File: src/rtl/tmr_ccr_pkg.sv
package tmr_ccr_pkg;

  localparam int BUS_AW = 2;

  localparam logic [BUS_AW-1:0] ADR_VAL  = 2'd0;
  localparam logic [BUS_AW-1:0] ADR_MODE = 2'd1;
  localparam logic [BUS_AW-1:0] ADR_STAT = 2'd2;

  typedef enum logic [1:0] {
    ACT_NONE   = 2'b00,
    ACT_LOW    = 2'b01,
    ACT_HIGH   = 2'b10,
    ACT_TOGGLE = 2'b11
  } cmp_act_e;

  // Next pin level after a match under the given action code.
  function automatic logic cmp_next_level(input logic cur, input logic [1:0] act);
    case (cmp_act_e'(act))
      ACT_LOW:    return 1'b0;
      ACT_HIGH:   return 1'b1;
      ACT_TOGGLE: return ~cur;
      default:    return cur;
    endcase
  endfunction

  // Edge qualifier for pin capture: 00 rising, 01 falling, 1x both.
  function automatic logic pin_edge_hit(input logic [1:0] sel, input logic rise,
                                        input logic fall);
    if (sel[1]) return rise | fall;
    if (sel[0]) return fall;
    return rise;
  endfunction

endpackage

File: src/rtl/tmr_ccr_sync.sv
module tmr_ccr_sync #(
  parameter int STAGES = 2
) (
  input  logic clk,
  input  logic rst_n,
  input  logic din,
  output logic rise,
  output logic fall
);
  localparam int PW = STAGES + 1;

  logic [PW-1:0] pipe_q;

  always_ff @(posedge clk or negedge rst_n) begin
    if (!rst_n) pipe_q <= '0;
    else        pipe_q <= {pipe_q[PW-2:0], din};
  end

  assign rise = pipe_q[STAGES-1] & ~pipe_q[STAGES];
  assign fall = ~pipe_q[STAGES-1] & pipe_q[STAGES];
endmodule

File: src/rtl/tmr_ccr_cmp.sv
module tmr_ccr_cmp
  import tmr_ccr_pkg::*;
#(
  parameter int CNT_W = 16
) (
  input  logic             clk,
  input  logic             rst_n,
  input  logic [CNT_W-1:0] cnt_val,
  input  logic [CNT_W-1:0] gr_val,
  input  logic [3:0]       mode,
  input  logic             buf_mode,
  input  logic             mode_wr,
  input  logic [3:0]       mode_wdata,
  output logic             match_evt,
  output logic             tout,
  output logic             tout_oe
);
  logic tout_q;

  assign match_evt = ~buf_mode & ~mode[3] & (cnt_val == gr_val);

  always_ff @(posedge clk or negedge rst_n) begin
    if (!rst_n) begin
      tout_q <= 1'b0;
    end else if (mode_wr && !mode_wdata[3]) begin
      tout_q <= mode_wdata[2];
    end else if (match_evt) begin
      tout_q <= cmp_next_level(tout_q, mode[1:0]);
    end
  end

  assign tout    = tout_q;
  assign tout_oe = ~mode[3] & (mode[1:0] != ACT_NONE);
endmodule

File: src/rtl/tmr_ccr_cap.sv
module tmr_ccr_cap
  import tmr_ccr_pkg::*;
#(
  parameter int PSC_W = 3
) (
  input  logic [3:0]       mode,
  input  logic             buf_mode,
  input  logic             pin_rise,
  input  logic             pin_fall,
  input  logic             nbr_cnt_evt,
  input  logic [PSC_W-1:0] nbr_psc_sel,
  output logic             pin_cap,
  output logic             nbr_cap,
  output logic             cap_evt
);
  logic nbr_divided;

  assign nbr_divided = (nbr_psc_sel != '0);
  assign pin_cap = mode[3] & ~mode[2] & pin_edge_hit(mode[1:0], pin_rise, pin_fall);
  assign nbr_cap = mode[3] & mode[2] & nbr_cnt_evt & nbr_divided;
  assign cap_evt = ~buf_mode & (pin_cap | nbr_cap);
endmodule

File: src/rtl/tmr_ccr.sv
module tmr_ccr
  import tmr_ccr_pkg::*;
#(
  parameter int CNT_W       = 16,
  parameter int PSC_W       = 3,
  parameter int SYNC_STAGES = 2
) (
  input  logic             clk,
  input  logic             rst_n,
  input  logic [CNT_W-1:0] cnt_val,
  input  logic             cap_pin,
  input  logic             nbr_cnt_evt,
  input  logic [PSC_W-1:0] nbr_psc_sel,
  input  logic             buf_mode,
  input  logic             bus_wr,
  input  logic [1:0]       bus_addr,
  input  logic [CNT_W-1:0] bus_wdata,
  output logic [CNT_W-1:0] bus_rdata,
  output logic             tout,
  output logic             tout_oe,
  output logic             match_evt,
  output logic             cap_evt
);
  localparam int MODE_W = 4;

  logic [CNT_W-1:0]  gr_q;
  logic [MODE_W-1:0] mode_q;
  logic              cap_flag_q;
  logic              wr_val, wr_mode, wr_stat;
  logic              pin_rise, pin_fall, pin_cap, nbr_cap;

  assign wr_val  = bus_wr & (bus_addr == ADR_VAL);
  assign wr_mode = bus_wr & (bus_addr == ADR_MODE);
  assign wr_stat = bus_wr & (bus_addr == ADR_STAT);

  tmr_ccr_sync #(.STAGES(SYNC_STAGES)) u_sync (
    .clk (clk),
    .rst_n(rst_n),
    .din (cap_pin),
    .rise(pin_rise),
    .fall(pin_fall)
  );

  tmr_ccr_cap #(.PSC_W(PSC_W)) u_cap (
    .mode       (mode_q),
    .buf_mode   (buf_mode),
    .pin_rise   (pin_rise),
    .pin_fall   (pin_fall),
    .nbr_cnt_evt(nbr_cnt_evt),
    .nbr_psc_sel(nbr_psc_sel),
    .pin_cap    (pin_cap),
    .nbr_cap    (nbr_cap),
    .cap_evt    (cap_evt)
  );

  tmr_ccr_cmp #(.CNT_W(CNT_W)) u_cmp (
    .clk       (clk),
    .rst_n     (rst_n),
    .cnt_val   (cnt_val),
    .gr_val    (gr_q),
    .mode      (mode_q),
    .buf_mode  (buf_mode),
    .mode_wr   (wr_mode),
    .mode_wdata(bus_wdata[MODE_W-1:0]),
    .match_evt (match_evt),
    .tout      (tout),
    .tout_oe   (tout_oe)
  );

  always_ff @(posedge clk or negedge rst_n) begin
    if (!rst_n) begin
      gr_q       <= '0;
      mode_q     <= '0;
      cap_flag_q <= 1'b0;
    end else begin
      if (cap_evt)     gr_q <= cnt_val;
      else if (wr_val) gr_q <= bus_wdata;
      if (wr_mode) mode_q <= bus_wdata[MODE_W-1:0];
      if (cap_evt)                     cap_flag_q <= 1'b1;
      else if (wr_stat && bus_wdata[0]) cap_flag_q <= 1'b0;
    end
  end

  always_comb begin
    case (bus_addr)
      ADR_VAL:  bus_rdata = gr_q;
      ADR_MODE: bus_rdata = {{(CNT_W-MODE_W){1'b0}}, mode_q};
      ADR_STAT: bus_rdata = {{(CNT_W-1){1'b0}}, cap_flag_q};
      default:  bus_rdata = '0;
    endcase
  end
endmodule

File: config.mk
export PLATFORM = sky130hd
export DESIGN_NAME = tmr_ccr
export DESIGN_NICKNAME = d
export VERILOG_FILES = /design/src/rtl/tmr_ccr_pkg.sv /design/src/rtl/tmr_ccr_sync.sv /design/src/rtl/tmr_ccr_cmp.sv /design/src/rtl/tmr_ccr_cap.sv /design/src/rtl/tmr_ccr.sv
export SDC_FILE = /design/constraint.sdc
export NUM_CORES = 1
export LEC_CHECK = 0
export BUFFER_PORTS_ARGS = -buffer_cell sky130_fd_sc_hd__buf_2
export CORE_UTILIZATION = 51
export CTS_CLUSTER_DIAMETER = 100
export DETAILED_ROUTE_END_ITERATION = 6
export MAX_ROUTING_LAYER = met4
export PLACE_DENSITY = 0.85
export SYNTH_ARGS = -nofsm -noshare
export SYNTH_HDL_FRONTEND = slang
export SYNTH_SLANG_ARGS = --single-unit
File: constraint.sdc
create_clock -name clk -period 4.7 [get_ports clk]
set_input_delay 0 -clock clk [delete_from_list [all_inputs] [get_ports clk]]
set_output_delay 0 -clock clk [all_outputs]
set_load 0.02 [all_outputs]
# ---- Word level (Yosys, flattened, before mapping)
# Index checks and enable logic that the tools add are counted.
dict set report op_classes {
  eq_ne 6
  mux 15
  bitwise 22
  reduce_logical 11
}
# cell n
set op_table {}
lappend op_table {{one-hot mux 16 bit (3 select lines)} 1}
lappend op_table {{2-to-1 mux 16 bit} 2}
lappend op_table {{equality test 16 bit} 1}
lappend op_table {{bitwise AND 1 bit} 14}
lappend op_table {{2-to-1 mux 1 bit} 11}
lappend op_table {{nonzero test 2 bit} 4}
lappend op_table {{equality test 2 bit, second input constant} 3}
lappend op_table {{inverter 1 bit} 6}
lappend op_table {{equality test 2 x 1 -> 1 bit, second input constant} 2}
lappend op_table {{nonzero test 4 bit} 1}
lappend op_table {{one-hot mux 1 bit (3 select lines)} 1}
lappend op_table {{nonzero test 3 bit} 1}
lappend op_table {{logical AND 1 bit} 2}
lappend op_table {{zero test 2 bit} 1}
lappend op_table {{bitwise OR 1 bit} 2}
lappend op_table {{AND reduction 2 bit} 1}
lappend op_table {{zero test 1 bit} 1}
dict set report totals {
  reg_bits 25
  in_bits 43
  out_inout_bits 20
  elab_cells 59
}

# ---- Depth between registers and ports, before layout
# Gate-level depths: netlist of the first run.
dict set report depth {
  depth_word 11
  depth_mapped 8
  depth_no_buf 7
}

# ---- Hierarchy
# Synthesis of the first run repeated with hierarchy kept, for this count alone.
dict set report unflattened {
  cells_unflattened 138
  area_unflattened_um2 1624.1
}
# module n_inst cells_each area_each_um2 seq_area_each_um2
set by_module_without_submodules {}
lappend by_module_without_submodules {tmr_ccr 1 90 1214.9 525.5}
lappend by_module_without_submodules {tmr_ccr_cmp 1 34 260.2 25.0}
lappend by_module_without_submodules {tmr_ccr_sync 1 5 90.1 75.1}
lappend by_module_without_submodules {tmr_ccr_cap 1 9 58.8 0.0}

# ---- Least setup slack after synthesis of the first run
# OpenSTA, ideal clock, no wires.
dict set report synth_path {
  path_kind {flip-flop to flip-flop}
  startpoint {register gr_q[14]}
  endpoint {register u_cmp.tout_q, in the netlist u_cmp.tout}
  setup_ns 0.069
  arrival_ns 1.870
  t_required_ns 4.631
  path_slack_ns 2.761
  stages_incl_launch_ff 6
  path_buffers 0
  period_less_slack_ns 1.939
  path_cell_list {dfrtp_1 > xor2_1 > nor4_1 > nand4_1 > nor4_1 > a221o_1}
}
dict set report synth_between {
  elab_chain_cells 4
}
# item line
set synth_rtl {}
lappend synth_rtl {{start: declaration} tmr_ccr.sv:26} ;# logic [CNT_W-1:0] gr_q;
lappend synth_rtl {{start signal: assignment} tmr_ccr.sv:76} ;# if (cap_evt) gr_q <= cnt_val;
lappend synth_rtl {{start signal: assignment} tmr_ccr.sv:77} ;# else if (wr_val) gr_q <= bus_wdata;
lappend synth_rtl {{equality test 16 bit} tmr_ccr_cmp.sv:20} ;# assign match_evt = ~buf_mode & ~mode[3] & (cnt_val == gr_val);
lappend synth_rtl {{bitwise AND 1 bit} tmr_ccr_cmp.sv:20}
lappend synth_rtl {{net match_evt} tmr_ccr.sv:21} ;# output logic match_evt,
lappend synth_rtl {{nonzero test 2 bit (no source line)} --}
lappend synth_rtl {{AND reduction 2 bit (no source line)} --}
lappend synth_rtl {{end signal: assignment} tmr_ccr_cmp.sv:26} ;# tout_q <= mode_wdata[2];
lappend synth_rtl {{end signal: assignment} tmr_ccr_cmp.sv:28} ;# tout_q <= cmp_next_level(tout_q, mode[1:0]);
lappend synth_rtl {{end: declaration} tmr_ccr_cmp.sv:18} ;# logic tout_q;
# The timed path passes the listed nets, and every way through them passes these cells.
# A chain may end at the register's enable or synchronous reset.

# ---- Worst setup path after layout of the first run
dict set report layout_path {
  startpoint {register u_sync.pipe_q[1]}
  endpoint {register gr_q[15]}
}
dict set report layout_between {
  elab_chain_cells 11
  word_cells_on_any_way 13
  classes_between {mux (5); bitwise (7); reduce/logical (1)}
}
# item line
set layout_rtl {}
lappend layout_rtl {{start: declaration} tmr_ccr_sync.sv:12} ;# logic [PW-1:0] pipe_q;
lappend layout_rtl {{start signal: assignment} tmr_ccr_sync.sv:16} ;# else pipe_q <= {pipe_q[PW-2:0], din};
lappend layout_rtl {{inverter 1 bit} tmr_ccr_sync.sv:20} ;# assign fall = ~pipe_q[STAGES-1] & pipe_q[STAGES];
lappend layout_rtl {{bitwise AND 1 bit} tmr_ccr_sync.sv:20}
lappend layout_rtl {{bitwise OR 1 bit} tmr_ccr_pkg.sv:29} ;# if (sel[1]) return rise | fall;
lappend layout_rtl {{2-to-1 mux 1 bit} tmr_ccr_pkg.sv:29}
lappend layout_rtl {{2-to-1 mux 1 bit} tmr_ccr_pkg.sv:30} ;# if (sel[0]) return fall;
lappend layout_rtl {{2-to-1 mux 1 bit} tmr_ccr_pkg.sv:31} ;# return rise;
lappend layout_rtl {{2-to-1 mux 1 bit (*)} tmr_ccr_pkg.sv:30}
lappend layout_rtl {{bitwise AND 1 bit (*)} tmr_ccr_cap.sv:19} ;# assign pin_cap = mode[3] & ~mode[2] & pin_edge_hit(mode[1:0], pin_rise, pin_fall);
lappend layout_rtl {{bitwise OR 1 bit (*)} tmr_ccr_cap.sv:21} ;# assign cap_evt = ~buf_mode & (pin_cap | nbr_cap);
lappend layout_rtl {{bitwise AND 1 bit (*)} tmr_ccr_cap.sv:21}
lappend layout_rtl {{2-to-1 mux 16 bit / nonzero test 2 bit (equally long branches)} --}
# Every way passes the cells marked *; elsewhere a longest branch is shown, timed or not. The select of a mux whose other input is x is not followed.

==> results of run 1 <==
-- stage by stage --
stage | instances | utilization [%] | setup WS, ns | cell area, µm² | power [mW]
finish | 277 | 78.8 | 1.74 | 2170 | 0.770
global route | 277 | 78.8 | 1.58 | 2170 | 0.824
CTS | 277 | 78.8 | 1.90 | 2170 | 0.761
detailed placement | 239 | 65.5 | 2.42 | 1810 | 0.599
global placement | 239 | 65.5 | 2.50 | 1810 | 0.591
floorplan | 153 | - | 2.76 | 1480 | 0.511
-- cells in the mapped netlist, types with 2 or more instances --
cell type   n  area (µm²)
buf_2       2        10.0
nor4_1      4        25.0
o21ai_0    18        90.1
a21oi_1     2        10.0
mux2_2      5        56.3
dfrtp_1    25         626
and2_1     13        81.3
xor2_1     16         140
nor2_1      8        30.0
nand2_1    17        63.8
nor2b_1     2        12.5
ha_1        2        25.0
inv_1       3        11.3
clkbuf_1    5        18.8
mux2i_1    20         200
-- worst min-delay path, delay by kind of cell --
| family | cells | cell delay, ns |
|---|---|---|
| multiplexers | 1 | 0.05 |
| AO/OA/AOI/OAI | 1 | 0.16 |
| buffers and inverters | 1 | 0.08 |
-- layout make-up --
cell class / count / area, µm² / area share [%]
clock buffers: 4 / 26.3 / 1.21
inverters: 3 / 11.3 / 0.518
multi-input cells: 118 / 820 / 37.7
flip-flops and latches: 25 / 626 / 28.8
well taps: 31 / 38.8 / 1.79
repair buffers: 96 / 651 / 30.0
-- cells by family after synthesis --
family | after synthesis
AO/OA/AOI/OAI | 23
multiplexers | 25
AND/OR/NAND/NOR | 52
buffers and inverters | 10
XOR/XNOR | 16
adder cells (fa/ha/maj) | 2
flip-flops | 25
-- worst max path at each step --
stage,end,cells after the start,startpoint
after floorplan,u_cmp.tout$_DFFE_PN0P_,5,gr_q[14]$_DFFE_PN0P_
after global placement,gr_q[2]$_DFFE_PN0P_,6,u_sync.pipe_q[1]$_DFF_PN0_
after detailed placement,gr_q[2]$_DFFE_PN0P_,6,u_sync.pipe_q[1]$_DFF_PN0_
after CTS,gr_q[10]$_DFFE_PN0P_,7,u_sync.pipe_q[1]$_DFF_PN0_
after global routing,gr_q[15]$_DFFE_PN0P_,7,u_sync.pipe_q[1]$_DFF_PN0_
final,gr_q[15]$_DFFE_PN0P_,7,u_sync.pipe_q[1]$_DFF_PN0_
-- routing by layer --
layer | up-vias | track usage, %
met3 | 8 | 4.19
met4 | 0 | 9.06
met5 | - | -
li1 | 709 | -
met2 | 60 | 45.8
met1 | 693 | 35.7
-- power by group through the flow --
stage | clock network, mW | registers, mW | logic, mW
5_1_grt | 0.107 | 0.360 | 0.357
2_1_floorplan | 0 | 0.336 | 0.176
3_5_place_dp | 0 | 0.352 | 0.247
3_3_place_gp | 0 | 0.351 | 0.240
4_1_cts | 0.0975 | 0.348 | 0.316
6_report | 0.0964 | 0.350 | 0.324
-- what timing repair did --
action	in CTS	in global routing
endpoints found under the hold margin	47	0
hold buffers	34	0
setup endpoints to repair	0	0
-- flip-flops by register name, indices dropped and copies added, names as in the netlist --
register	cells
gr_q	16
cap_flag_q	1
mode_q	4
u_cmp.tout	1
u_sync.pipe_q	3
==> reports/qor.yml, run 1 <==
initial_utilization_pct: 53.7
final_cell_mix: "62 x buf_2, 34 x dlygate4sd3_1, 25 x dfrtp_1"
cts.repair.resized: 0
synth-async-reset-ratio_pct: 100
cts_max_level: 1
grt_pass1_vias: 1485
cp_cell_sequence: "inv_1, ha_1, a21oi_1, o21ai_0, a21oi_2, o21ai_0, dlygate4sd3_1"
r2r_end: "gr_q[15]$_DFFE_PN0P_"
grt_pass1_wl_um: 6720
post-route-min-period_ns: 2.96
dr.pass1.iters: 6
setup_violations: 0
rsz0062_at_grt: "no"
intPower_uw: 491
grt_overflow_total: 0
cts_buffers: 3
crit_top_cell: "o21ai_0"
reg2reg_slack_ns: 1.74
synth_fa_ha_area_share_pct: 1.69
clk_pin_slew_ns: 0.13
clk_latency_ns: 0.31
timing.rr.start: "u_sync.pipe_q[1]$_DFF_PN0_"
crit_fanout: 34
wl_per_cell_um: 14.1
pwr-share-seq_pct: 45.4
hold_ws_ns: 0.0131
die-area_mm2: 0.00312
slowest_delay_ns: 0.93
drt_iter0_markers: 50
synthMuxAreaShare_pct: 17.3
cts.path.max_buffers: 2
critPathBufInv: 2
syn_area_mm2: 0.00148
status: "finished clean"
worstRegToRegCells: 7
wl_met1_um: 1730
placementRows: 19
arrival_ns: 3.17
clock_skew_ns: 0.00169
synth-edff-count: 0
syn_to_final_growth_pct: 46.6
crit_slowest_cell: "a21oi_2"
ant_nets: 0
track_usage_pct: 27.8
synth_cells: 153
die_h_um: 55.9
start_kind: "flip-flop"
ys_seq_area_share_pct: 42.2
path_class: "reg2reg"
p_sw_uw: 279
period_share_pct: 63.1
worst_pin_slew_ns: 1.24
routed_wl_um: 3910
antennaDiodeCount: 0
nets: 292
required_ns: 4.91
hold_end: "gr_q[4]$_DFFE_PN0P_"
synth-compound-area-share_pct: 8.53
p_per_area_mw_per_mm2: 355
synth_seq_cells: 25
p_comb_share_pct: 42.1
hold_start: "bus_wdata[4]"
synth_area_per_cell_um2: 9.68
relSlewSlack_pct: 17.0
fmax_mhz: 337
highest_layer: "met4"
core_region_area_mm2: 0.00276
p_sw_share_pct: 36.2
hold_depth: 3
tns_ns: 0
cap_violations: 0
cts_root_buffer: "clkbuf_4"
synth_top_family_by_area: "simple AND/OR/NAND/NOR gates"
holdCritPathClass: "in2reg"
grt_max_degree: 35
ys.warnings.count: 0
clkPwrFrac_pct: 12.5
syn_nets: 198
antenna_found_initial: 0
via_per_inst: 5.31
port_buffers: 62
drive_gt1_share_pct: 29.3
finalHoldViolCount: 0
dp_hpwl_um: 2490
end_kind: "flip-flop"
synth_cell_types: 26
place_congestion: 0.767
path_delay_family: "compound AO/OA/AOI/OAI gates"
met3_wirelength_um: 234
n_fill_cell: 195
route.detailed.drc: 0
slew_violations: 0
ir_drop_mv: 0.337
die_w_um: 55.9
ios: 63
clkSinkCount: 25
post_cts_buffers: 0
p_leak_nw: 1.04
vias: 1470
synthFlopType: "dfrtp_1"
layout_commonest_cell: "buf_2"
synth_xor_area_share_pct: 9.46
yosys.area_share.simple_pct: 18.1
cts_tree: "done"
wl_met2_um: 1880
No activity file was read; power rests on OpenSTA's default activity.
==> run 2, diff against run 1 <==
--- a/config.mk
+++ b/config.mk
@@ -6,11 +6,11 @@
 export NUM_CORES = 1
 export LEC_CHECK = 0
 export BUFFER_PORTS_ARGS = -buffer_cell sky130_fd_sc_hd__buf_2
-export CORE_UTILIZATION = 51
+export CORE_UTILIZATION = 43
 export CTS_CLUSTER_DIAMETER = 100
 export DETAILED_ROUTE_END_ITERATION = 6
 export MAX_ROUTING_LAYER = met4
-export PLACE_DENSITY = 0.85
+export PLACE_DENSITY = 0.76
 export SYNTH_ARGS = -nofsm -noshare
 export SYNTH_HDL_FRONTEND = slang
 export SYNTH_SLANG_ARGS = --single-unit
==> constraint.sdc (replaced) <==
create_clock -name clk -period 2.7 [get_ports clk]
set_input_delay 0 -clock clk [delete_from_list [all_inputs] [get_ports clk]]
set_output_delay 0 -clock clk [all_outputs]
set_load 0.02 [all_outputs]
==> run 2 against run 1 <==
Clock skew about the same. Critical endpoint is now gr_q[14]$_DFFE_PN0P_. Largest power group unchanged. Final area up 2.7%. Count of clock-buffer cells in the layout did not move. Via count is 0.20% higher. Critical path depth grew 2.
==> reports/qor.yml, run 2 (synthesized netlist as in run 1, its figures left out) <==
start_kind: "flip-flop"
path_class: "reg2reg"
core_region_area_mm2: 0.00315  # +14%
grt_max_degree: 35  # unchanged
routed_wl_um: 4110  # +5.3%
clk_pin_slew_ns: 0.14  # about the same
r2r_end: "gr_q[14]$_DFFE_PN0P_"
clock_skew_ns: 0.00151  # -0.000188 ns
initial_utilization_pct: 47.0  # -6.7 points
p_sw_share_pct: 36.1  # -0.16 points
setup_violations: 0  # unchanged
antenna_found_initial: 0  # unchanged
p_comb_share_pct: 42.9  # +0.8 points
nets: 297  # +1.7%
largest_register: "gr_q"
largest_reg_flops: 16  # unchanged
highest_layer: "met4"
design_area_mm2: 0.00223  # +2.7%
crit_top_cell: "o21ai_0"
route.detailed.drc: 0  # unchanged
cts.repair.resized: 0  # unchanged
wl_met1_um: 1860  # +7.5%
worstRegToRegCells: 9  # +2
die_w_um: 60.7  # +8.6%
path_delay_family: "buffers and inverters"
ir_drop_mv: 0.352  # +4.4%
p_sw_uw: 493  # +77%
pwr-share-seq_pct: 44.2  # -1.2 points
slowest_delay_ns: 0.58  # -0.35 ns
ios: 63  # unchanged
grt_pass1_wl_um: 6320  # -6.0%
layout_commonest_cell: "buf_2"
seq_area_um2: 626  # unchanged
track_usage_pct: 24.3  # -3.5 points
drt_iter0_markers: 30  # -40%
worst_pin_slew_ns: 0.585  # -0.660 ns
grt_overflow_total: 0  # unchanged
hold_depth: 4  # +1
cap_violations: 0  # unchanged
antennaDiodeCount: 0  # unchanged
required_ns: 2.92  # -1.99 ns
end_kind: "flip-flop"
hold_start: "bus_addr[0]"
crit_slowest_cell: "dlygate4sd3_1"
intPower_uw: 874  # +78%
cts.path.max_buffers: 2  # unchanged
clk_latency_ns: 0.32  # about the same
post-route-min-period_ns: 2.31  # -0.655 ns
grt_pass1_vias: 1414  # -4.8%
reg_top3: "gr_q x16, mode_q x4, u_sync.pipe_q x3"
arrival_ns: 2.53  # -0.64 ns
final_cell_mix: "62 x buf_2, 36 x dlygate4sd3_1, 25 x dfrtp_1"
drive_gt1_share_pct: 29.9  # +0.61 points
cts_max_level: 1  # unchanged
place_congestion: 0.744  # -3.0%
dr.pass1.iters: 4  # -2
period_share_pct: 85.5  # +22 points
holdCritPathClass: "in2reg"
ant_nets: 0  # unchanged
reg2reg_slack_ns: 0.39  # -1.34 ns
die_h_um: 60.7  # +8.6%
status: "finished clean"
placed_cell_area_mm2: 0.00184  # +2.1%
clkSinkCount: 25  # unchanged
met3_wirelength_um: 157  # -33%
wl_met2_um: 2050  # +9.4%
placementRows: 20  # +1
crit_fanout: 34  # unchanged
cts_tree: "done"
dp_hpwl_um: 2590  # +4.1%
rsz0062_at_grt: "no"
die-area_mm2: 0.00368  # +18%
critPathBufInv: 3  # +1
hold_end: "cap_flag_q$_DFFE_PN0P_"
p_leak_nw: 1.07  # +2.4%
finalHoldViolCount: 0  # unchanged
cp_cell_sequence: "inv_1, ha_1, mux2_2, o21ai_0, a21oi_2, buf_4, nand2_1, o21ai_0, dlygate4sd3_1"
vias: 1473  # +0.20%
syn_to_final_growth_pct: 50.6
tns_ns: 0  # unchanged
timing.rr.start: "u_sync.pipe_q[1]$_DFF_PN0_"
multi_input_area_um2: 820  # unchanged
cts_buffers: 3  # unchanged
via_per_inst: 4.99  # -5.9%
port_buffers: 62  # unchanged
n_fill_cell: 262  # +34%
cts_root_buffer: "clkbuf_4"
wl_per_cell_um: 13.9  # -1.1%
relSlewSlack_pct: 61.0  # +44 points
fmax_mhz: 433  # +28%
p_per_area_mw_per_mm2: 612  # +73%
slew_violations: 0  # unchanged
clkPwrFrac_pct: 12.8  # +0.3 points
run 2: changes by cell type in the layout (fill, tap and decap cells not counted):
cell	previous run	this run
dlygate4sd3_1	34	36
buf_4	0	3
run 2: cell type report:
| type | instances | area share (%) |
|---|---|---|
| clock buffers | 4 | 1.18 |
| inverters | 3 | 0.505 |
| multi-input cells | 118 | 36.7 |
| flip-flops and latches | 25 | 28.0 |
| well taps | 44 | 2.47 |
| repair buffers | 101 | 31.1 |
run 2: routing by layer:
metal  vias up  GRT usage [%]
met3         5           2.13
met1       700           30.5
met4         0           7.79
met5         -              -
met2        50           41.6
li1        718              -
run 2: tightest hold or removal path, stage by stage:
cell,delay [ns]
buf_2,0.18
nor2b_1,0.08
nand3_1,0.07
a21o_1,0.10
run 2: power groups by stage:
stage / Clock, mW / Combinational, mW / Sequential, mW
after floorplan: 0 / 0.306 / 0.584
after global placement: 0 / 0.433 / 0.604
after detailed placement: 0 / 0.442 / 0.611
after CTS: 0.178 / 0.578 / 0.602
after global routing: 0.191 / 0.644 / 0.622
final: 0.175 / 0.586 / 0.604
run 2: worst max-delay path by stage:
stage | depth (start not counted) | start | end
floorplan | 5 | gr_q[14]$_DFFE_PN0P_ | u_cmp.tout$_DFFE_PN0P_
detailed placement | 5 | gr_q[14]$_DFFE_PN0P_ | u_cmp.tout$_DFFE_PN0P_
CTS | 9 | u_sync.pipe_q[1]$_DFF_PN0_ | gr_q[9]$_DFFE_PN0P_
global route | 8 | u_sync.pipe_q[1]$_DFF_PN0_ | gr_q[6]$_DFFE_PN0P_
global placement | 5 | gr_q[14]$_DFFE_PN0P_ | u_cmp.tout$_DFFE_PN0P_
finish | 9 | u_sync.pipe_q[1]$_DFF_PN0_ | gr_q[14]$_DFFE_PN0P_
run 2: metrics by stage:
step | worst slack [ns] | power (mW) | cells | utilization [%] | hold WS (ns)
after floorplan | 0.761 | 0.890 | 153 | - | -0.296
after global placement | 0.691 | 1.04 | 255 | 58.5 | 0.0245
after detailed placement | 0.642 | 1.05 | 255 | 58.5 | 0.0234
after CTS | 0.406 | 1.36 | 295 | 70.8 | 0.138
after global routing | 0.274 | 1.46 | 295 | 70.8 | 0.192
final | 0.392 | 1.37 | 295 | 70.8 | 0.136
run 2: timing repair:
| action | 4_1_cts | 5_1_grt |
|---|---|---|
| buffers inserted | 0 | 0 |
| endpoints found under the hold margin | 47 | 0 |
| hold buffers | 36 | 0 |
==> run 3, diff against run 2 <==
--- a/config.mk
+++ b/config.mk
@@ -11,6 +11,7 @@
 export DETAILED_ROUTE_END_ITERATION = 6
 export MAX_ROUTING_LAYER = met4
 export PLACE_DENSITY = 0.76
+export RECOVER_POWER = 50
 export SYNTH_ARGS = -nofsm -noshare
 export SYNTH_HDL_FRONTEND = slang
 export SYNTH_SLANG_ARGS = --single-unit
==> run 3 against run 2 <==
Count of clock-buffer cells in the layout did not move. Hold slack barely moved. Non-clock buffer count did not move. First-iteration DRC count did not move. Die area did not move. Combinational power barely moved. Maximum frequency rose by 0.13%. Critical path type unchanged. Largest cell class unchanged. Sequential share of layout area rose by 0.079 points.
==> reports/qor.yml, run 3 (synthesized netlist as in run 1, its figures left out) <==
status: "finished clean"
grt_max_degree: 35  # unchanged
cts.path.max_buffers: 2  # unchanged
relSlewSlack_pct: 7.57  # -53 points
routed_wl_um: 4090  # -0.46%
antenna_found_initial: 0  # unchanged
slew_violations: 0  # unchanged
clk_latency_ns: 0.32  # about the same
vias: 1470  # -0.20%
cp_cell_sequence: "inv_1, ha_1, mux2_2, o21ai_0, a21oi_2, buf_4, nand2_1, o21ai_0, dlygate4sd3_1"
port_buffers: 62  # unchanged
die-area_mm2: 0.00368  # unchanged
via_per_inst: 4.98  # -0.20%
cts_root_buffer: "clkbuf_4"
largest_reg_flops: 16  # unchanged
cts_buffers: 3  # unchanged
core_region_area_mm2: 0.00315  # unchanged
arrival_ns: 2.53  # about the same
crit_fanout: 34  # unchanged
grt_pass1_vias: 1414  # unchanged
setup_ws_ns: 0.395  # +0.00301 ns
clkSinkCount: 25  # unchanged
track_usage_pct: 24.3  # unchanged
crit_slowest_cell: "dlygate4sd3_1"
nets: 297  # unchanged
final_cell_mix: "57 x buf_2, 36 x dlygate4sd3_1, 25 x dfrtp_1"
cts_max_level: 1  # unchanged
setup_violations: 0  # unchanged
pre_cts_ws_ns: 0.642  # unchanged
rsz0062_at_grt: "no"
clk_pin_slew_ns: 0.14  # about the same
dr.pass1.iters: 4  # unchanged
period_share_pct: 85.4  # -0.11 points
drive_gt1_share_pct: 27.9  # -2.0 points
ant_nets: 0  # unchanged
fin_cells: 295  # unchanged
layout_commonest_cell: "buf_2"
placedCellCount: 255  # unchanged
tns_ns: 0  # unchanged
worstRegToRegCells: 9  # unchanged
p_leak_nw: 1.05  # -1.6%
crit_top_cell: "o21ai_0"
cts_tree: "done"
path_class: "reg2reg"
place_congestion: 0.744  # unchanged
drt_iter0_markers: 30  # unchanged
end_kind: "flip-flop"
die_h_um: 60.7  # unchanged
largest_register: "gr_q"
holdCritPathClass: "in2reg"
slowest_delay_ns: 0.57  # about the same
post-route-min-period_ns: 2.31  # -0.00301 ns
initial_utilization_pct: 47.0  # unchanged
hold_depth: 4  # unchanged
fmax_mhz: 434  # +0.13%
worst_pin_slew_ns: 1.39  # +0.802 ns
reg_top3: "gr_q x16, mode_q x4, u_sync.pipe_q x3"
die_w_um: 60.7  # unchanged
finalHoldViolCount: 0  # unchanged
clock_skew_ns: 0.00181  # +0.000306 ns
start_kind: "flip-flop"
wl_per_cell_um: 13.9  # -0.46%
placed_cell_area_mm2: 0.00184  # unchanged
dp_hpwl_um: 2590  # unchanged
antennaDiodeCount: 0  # unchanged
syn_to_final_growth_pct: 50.2
route.detailed.drc: 0  # unchanged
cap_violations: 0  # unchanged
ios: 63  # unchanged
placementRows: 20  # unchanged
grt_pass1_wl_um: 6320  # unchanged
design_area_mm2: 0.00222  # -0.28%
power_mw: 1.36  # -0.21%
grt_overflow_total: 0  # unchanged
required_ns: 2.92  # about the same
p_per_area_mw_per_mm2: 613  # about the same
ir_drop_mv: 0.350  # -0.62%
-- run 3: where the power goes --
part | internal, mW | total [mW] | leakage (nW) | switching [mW]
Clock | 0.0579 | 0.175 | 0.0150 | 0.117
Combinational | 0.321 | 0.584 | 0.737 | 0.262
Sequential | 0.492 | 0.604 | 0.300 | 0.113
-- run 3: cell type report --
cell class,instances,area (µm²)
Multi-Input combinational cell,118,820
Sequential cell,25,626
Fill cell,264,928
Inverter,3,11.3
Tap cell,44,55.1
Timing Repair Buffer,101,687
Clock buffer,4,26.3
-- run 3: worst paths after layout --
check | end | start | slack [ns]
min in group asynchronous | mode_q[2]$_DFFE_PN0N_ | rst_n | 0.51
worst min register to register | u_sync.pipe_q[1]$_DFF_PN0_ | u_sync.pipe_q[0]$_DFF_PN0_ | 0.37
worst min-delay path | cap_flag_q$_DFFE_PN0P_ | bus_addr[0] | 0.14
worst max register to register | gr_q[6]$_DFFE_PN0P_ | u_sync.pipe_q[1]$_DFF_PN0_ | 0.39
worst max-delay path | gr_q[6]$_DFFE_PN0P_ | u_sync.pipe_q[1]$_DFF_PN0_ | 0.39
max in group asynchronous | gr_q[9]$_DFFE_PN0P_ | rst_n | 1.39
-- run 3: layer usage --
layer,track usage (%),up-vias,part of all wire [%],wire [µm]
li1,-,719,-,-
met1,30.5,694,45,1850
met2,41.6,52,50,2030
met3,2.13,5,4.1,168
met4,7.79,0,1.1,44
met5,-,-,0,0
-- run 3: repair_timing --
item | 4_1_cts | 5_1_grt
hold endpoints to repair | 47 | 0
gates resized for setup | 0 | 0
hold buffers | 36 | 0
setup endpoints to repair | 0 | 0
setup buffers | 0 | 0
-- run 3: critical path, delay by kind of cell, from the launching register on --
kind / cells / cell delay, ns
AOI/OAI and AO/OA: 3 / 0.40
buffers and inverters: 3 / 0.87
muxes: 1 / 0.26
DFF: 1 / 0.40
adders and majority gates: 1 / 0.19
and+or+nand+nor: 1 / 0.09
-- run 3: stage by stage --
stage | hold slack [ns] | utilization [%]
after CTS | 0.138 | 70.8
after global routing | 0.192 | 70.6
final | 0.136 | 70.6
after floorplan | -0.296 | -
after detailed placement | 0.0234 | 58.5
after global placement | 0.0245 | 58.5
